[src/rtl/lut_store.sv]
module lut_store #(
  parameter int ADDR_W = 6
) (
  input  logic              clk,
  input  logic              rst,
  input  logic [1:0]        mode,
  input  logic              we,
  input  logic [ADDR_W-1:0] addr,
  input  logic [1:0]        din,
  output logic [1:0]        dout,
  output logic              cascade_out
);
  localparam int DEPTH = 1 << ADDR_W;
  localparam int HALF  = DEPTH / 2;
  localparam int QUART = DEPTH / 4;
  localparam int HAW   = ADDR_W - 1;
  localparam int QAW   = ADDR_W - 2;

  localparam logic [1:0] M_RAM1  = 2'd0;
  localparam logic [1:0] M_RAM2  = 2'd1;
  localparam logic [1:0] M_SHIFT = 2'd2;

  logic [DEPTH-1:0] mem, nxt;
  wire  [HAW-1:0]   a_half  = addr[HAW-1:0];
  wire  [QAW-1:0]   a_quart = addr[QAW-1:0];

  always_comb begin
    nxt = mem;
    if (we) begin
      case (mode)
        M_RAM1:  nxt[addr] = din[0];
        M_RAM2: begin
          nxt[{1'b0, a_half}] = din[0];
          nxt[{1'b1, a_half}] = din[1];
        end
        M_SHIFT: nxt[HALF-1:0] = {mem[HALF-2:0], din[0]};
        default: begin
          nxt[QUART-1:0]    = {mem[QUART-2:0], din[0]};
          nxt[HALF-1:QUART] = {mem[HALF-2:QUART], din[1]};
        end
      endcase
    end
  end

  always_ff @(posedge clk) begin
    if (rst) mem <= '0;
    else     mem <= nxt;
  end

  always_comb begin
    case (mode)
      M_RAM1:  dout = {1'b0, mem[addr]};
      M_RAM2:  dout = {mem[{1'b1, a_half}], mem[{1'b0, a_half}]};
      M_SHIFT: dout = {1'b0, mem[{1'b0, a_half}]};
      default: dout = {mem[{2'b01, a_quart}], mem[{2'b00, a_quart}]};
    endcase
  end

  assign cascade_out = mem[HALF-1];
endmodule

[config.mk]
export PLATFORM = sky130hd
export DESIGN_NAME = lut_store
export DESIGN_NICKNAME = d
export VERILOG_FILES = /design/src/rtl/lut_store.sv
export SDC_FILE = /design/constraint.sdc
export NUM_CORES = 1
export LEC_CHECK = 0
export CAP_MARGIN = 10
export CORE_MARGIN = 2
export CORE_UTILIZATION = 64
export CTS_BUF_LIST = sky130_fd_sc_hd__clkbuf_8
export CTS_CLUSTER_SIZE = 10
export DETAILED_ROUTE_END_ITERATION = 7
export GPL_TIMING_DRIVEN = 0
export PLACE_DENSITY = 0.88
export SYNTH_ARGS = -nofsm -noshare
export SYNTH_HDL_FRONTEND = slang
export SYNTH_SLANG_ARGS = --single-unit
[constraint.sdc]
create_clock -name clk -period 1.9 [get_ports clk]
set_input_delay 0.19 -clock clk [delete_from_list [all_inputs] [get_ports clk]]
set_output_delay 0.19 -clock clk [all_outputs]
set_load 0.01 [all_outputs]
; After elaboration in Yosys (flattened, before gate mapping)
; Index checks and enable logic that the tools add are counted.
[word_totals]
register_bits = 64
in_bits = 13
output_inout_bits = 3
[classes]
magnitude_cmp = 8
reduce_logical = 6
muxes = 22
n_eq_ne = 2
[ops]
columns = operator, count
row1 = $bwmux 64, 3
row2 = $pmux 32 s3, 1
row3 = $pmux 32 s2, 1
row4 = $lt 5x7->1 const B, 2
row5 = $lt 6x7->1 const B, 2
row6 = $ge 6x1->1 const B, 2
row7 = $bmux 1 s5, 2
row8 = $demux 1 s5, 2
row9 = $bmux 1 s4, 2
row10 = $mux 1, 8
row11 = $lt 4x7->1 const B, 1
row12 = $bmux 1 s6, 1
row13 = $demux 1 s6, 1
row14 = $pmux 2 s3, 1
row15 = $ge 5x1->1 const B, 1
row16 = $logic_and 1x1->1, 3
row17 = $eq 2x1->1 const B, 1
row18 = $eq 2x2->1 const B, 1
row19 = $logic_not 2->1, 1
row20 = $reduce_and 2->1, 1
row21 = $reduce_bool 2->1, 1

; Longest topological paths before layout
[depth]
ltp_word = 7
depth_mapped = 8
ltp_nobuf = 5

; Least setup slack after synthesis
; OpenSTA, ideal clock, no wires.
[synth_timing]
path_kind = input -> register
start = in addr[3]
end = reg mem[16]
setup_ns = 0.132
cell_stages = 7
arrival_time_ns = 1.494
path_buffers = 2
setup_slack_ns = 0.274
required_ns = 1.768
path_cell_list = buf_6 or3b_1 buf_6 nor3_1 mux2_2 o211ai_1 a21oi_1
[synth_via]
elab_chain_len = 7
word_cells_on_any_way = 14
cone_classes = 4 x order compare / 8 x mux / 2 x reduce/logical
[synth_rtl]
columns = element, line
row1 = start: declaration, 8  ; input logic [ADDR_W-1:0] addr,
row2 = $lt 5x7->1 (implied by the code) or $ge 5x1->1 (tied branches), 33  ; nxt[{1'b0, a_half}] = din[0];
row3 = $logic_and 1x1->1 (implied by the code), 33
row4 = $mux 1 (implied by the code), 33
row5 = $demux 1 s5, 33
row6 = $bwmux 64, 33
row7 = $bwmux 64, 34  ; nxt[{1'b1, a_half}] = din[1];
row8 = $pmux 32 s3 *, 30  ; case (mode)
row9 = end signal: assignment, 47  ; else mem <= nxt;
row10 = end: declaration, 23  ; logic [DEPTH-1:0] mem, nxt;
; Mark *: on every way between the ends. The rest lies on a longest branch, timed or not.
; A chain may end at the register's enable or synchronous reset.

; Worst setup path after layout
[layout_timing]
start = in addr[0]
end = out dout[0]
[layout_via]
elab_chain_len = 3
word_cells_on_any_way = 7
cone_classes = 7 x mux
[layout_rtl]
columns = element, line
row1 = "$bmux 1 s6, or another cell as far along", 52  ; M_RAM1: dout = {1'b0, mem[addr]};
row2 = $mux 1 (on tied branches), n/a
row3 = $pmux 2 s3 *, 51  ; case (mode)
row4 = end: declaration, 10  ; output logic [1:0] dout,
; Mark *: on every way between the ends. The rest lies on a longest branch, timed or not. The select of a mux whose other input is x is not followed.

==> summary.txt <==
STA
  • Fin crit share: 115%
  • Min Clock Period, post-route: approximately 2200 ps
  • Max Slew Vio Count: 0
  • Clk_skew: 11.5 ps
  • Setup ws final: -287 ps
  • Final setup vio count: 2
  • Hold Slack: 288 ps
  • Fmax: 457 MHz
  • Fin. Hold Viols: 0
  • Relative slew slack: 45.4%
  • RSZ-0062 raised after global routing: yes
  • Worst-Margin Slew: 819 ps

Setup path
  • RR Startpoint: mem[26]
  • Register-to-Register Path Depth: 4
  • Crit path largest cell delay: about 300 ps
  • Data arrival, critical path: 2000 ps
  • Critical path required time: about 1700 ps
  • CP endpoint kind: output pin
  • CP max stage cell: a211oi_4
  • Critical path class: input port to output pin
  • Critical path, cell by cell: clkdlybuf4s15_2 -> buf_8 -> buf_12 -> clkbuf_4 -> a211oi_4 -> nor4_4 -> nor4_2 -> buf_4 -> mux2i_1 -> buf_2
  • Crit path launch: addr[0]
  • Critical Path Start Type: input port
  • Critical path fanouts, max: 10

Worst hold path
  • Hold Crit Depth: 4
  • HP Class: input port to flip-flop
  • Min-delay src: we

Finish
  • Fill count: 470
  • Reg with most FFs: mem
  • Synth-to-Final Area Change: 15.7%
  • Antenna cells: 0
  • Layout cells sized above 1: 17.4%
  • Top Registers: mem (64)
  • Flip-flop count of the largest register after layout: 64
  • Final #Nets: 544

Synth
  • Cell Area, Synth: 4160 um2
  • Syn. warnings: 0
  • Avg Inst Size Synth: 8.20 um2
  • Syn nets: 520
  • Top cell type by total area after synthesis: dfxtp_1
  • Post-synthesis sequential area ratio: 30.8%
  • Cells after synthesis: 507
  • Library cells used by synthesis: 45
  • Top post-synthesis cells by count: nor2_1, dfxtp_1, o21ai_0, clkbuf_1, nor3_1
  • Ranking of synthesized cells by area: dfxtp_1, o21ai_0, nor2_1
  • Yosys reg bits: 64
  • Post-synth top area share: a little under a third
  • Most common cell in the netlist: nor2_1
  • Post-synth EDFFs: 0
  • Synth Flop Type: dfxtp_1
  • Post-synth ARST share: 0%

Run status
  • Failing checks: setup timing
  • Status: finished, violations left

Drt
  • Vias: 4598
  • DRC marker count from the first detailed-route iteration: 741
  • DR vias/cell: 7.50
  • Routed WL: approximately 15 mm
  • Drt drc: 0
  • DR pass1 iterations: 5
  • Routed Antenna Nets: 0
  • WL per Instance: ~24 um

Clocking
  • Worst skew pair latency: 350 ps
  • Hold Buf Count CTS: 0
  • Worst-path clk slew: around 80 ps
  • Clock Tree Root: clkbuf_8
  • CTS tree: built
  • Clock tree buffer depth: 2
  • Clock Sinks: between 60 and 70
  • Inserted Clock Buffers: 9
  • H-tree depth: 3

Global routing
  • GRT overflow: 0
  • Largest net degree at the start of global routing: 14
  • Vias in the first global route: just over 4000
  • All-layer global routing usage: around two fifths
  • Antenna violations before repair: 0
  • First-pass GRT wire length: 22.4 mm

Placed design
  • Final HPWL DP: 9.93 mm
  • Placer Congestion: 0.977
  • Port Buf Inserts: 11

Power and ir drop
  • Pleak: 1.62 nW
  • Pwr Density: between 600 and 700 nW/um2
  • Max VDD drop: 517 uV
  • Pwr Total: 3.28 mW

Die
  • Std cell rows: 29
  • Core area: around 6300 um2
  • IO Count: 16
  • Full die area: 7160 um2
  • Initial core utilization: 65.8%
  • Die height: ~85 um
  • Die Wd: between 80 and 90 um

Flow run
  • Max-cap check violation count: 0
-- metal layers --
layer	wire [um]	vias up	part of all wire, %	track usage [%]
li1	-	1975	-	-
met2	6450	398	43	61.0
met3	1980	90	13	9.34
met1	5700	2135	38	54.2
met4	726	0	4.9	20.9
met5	0	-	0	0
-- report_power, final --
group,switching [mW],leakage (nW),internal (mW)
Clock,0.621,0.100,0.617
Sequential,0.0307,0.519,1.37
Combinational,0.401,0.996,0.240
-- final cells by class --
cell class / instances / area, um2 / share of cell area, %
clock buffers: 9 / 124 / 2.58
flip-flops and latches: 64 / 1280 / 26.7
inverters: 5 / 18.8 / 0.390
clock inverters: 7 / 77.6 / 1.61
plain buffers: 56 / 358 / 7.44
multi-input cells: 379 / 2720 / 56.5
repair buffers: 16 / 136 / 2.84
well taps: 77 / 96.3 / 2.00
-- through the flow --
| stage | instance area, um2 | cells | setup TNS (ps) | util, % | setup WS, ps |
|---|---|---|---|---|---|
| floorplan | 4160 | 507 | 0 | - | 274 |
| global placement | 4360 | 595 | -27710 | 69.1 | -1310 |
| detailed placement | 4360 | 595 | -30860 | 69.1 | -1370 |
| CTS | 4670 | 612 | -630 | 73.9 | -285 |
| global route | 4810 | 613 | -688 | 76.2 | -312 |
| finish | 4810 | 613 | -571 | 76.2 | -287 |
-- worst max-delay path, delay by kind of cell --
| family | cells | cell delay (ps) |
|---|---|---|
| AO/OA/AOI/OAI | 1 | 300 |
| buffers and inverters | 6 | 1140 |
| multiplexers | 1 | 70 |
| AND/OR/NAND/NOR | 2 | 280 |
-- logic make-up (layout without fill, tap and decap cells) --
| group | after synthesis | after routing | synth area share, % |
|---|---|---|---|
| AO/OA/AOI/OAI | 185 | 185 | 31.5 |
| AND/OR/NAND/NOR | 163 | 163 | 18.8 |
| flip-flops | 64 | 64 | 30.8 |
| buffers and inverters | 64 | 93 | 7.80 |
| multiplexers | 31 | 31 | 11.0 |
-- what timing repair did --
action,4_1_cts,5_1_grt
pin swaps,3,7
gates resized for setup,46,39
hold endpoints to repair,0,0
setup endpoints to repair,48,49
setup buffers,3,2
-- final timing paths --
| path | to | slack, ps |
|---|---|---|
| setup / recovery | dout[0] | -290 |
| hold reg to reg | mem[49] | 500 |
| hold / removal | mem[1] | 290 |
| setup reg to reg | mem[26] | 700 |
-- cells in the final DEF (no fill, tap or decap), types with 11 or more instances in the layout --
master	Yosys	final
nand2_1	20	20
a22oi_1	25	25
clkbuf_1	36	26
buf_6	6	11
a21oi_1	12	12
a311oi_1	16	16
nor3_1	27	20
a211oi_1	17	15
mux2i_1	15	14
a2bb2oi_1	19	19
nor2_1	66	65
o31a_1	11	11
dfxtp_1	64	62
o21ai_0	53	53
No activity file was read; power rests on OpenSTA's default activity.
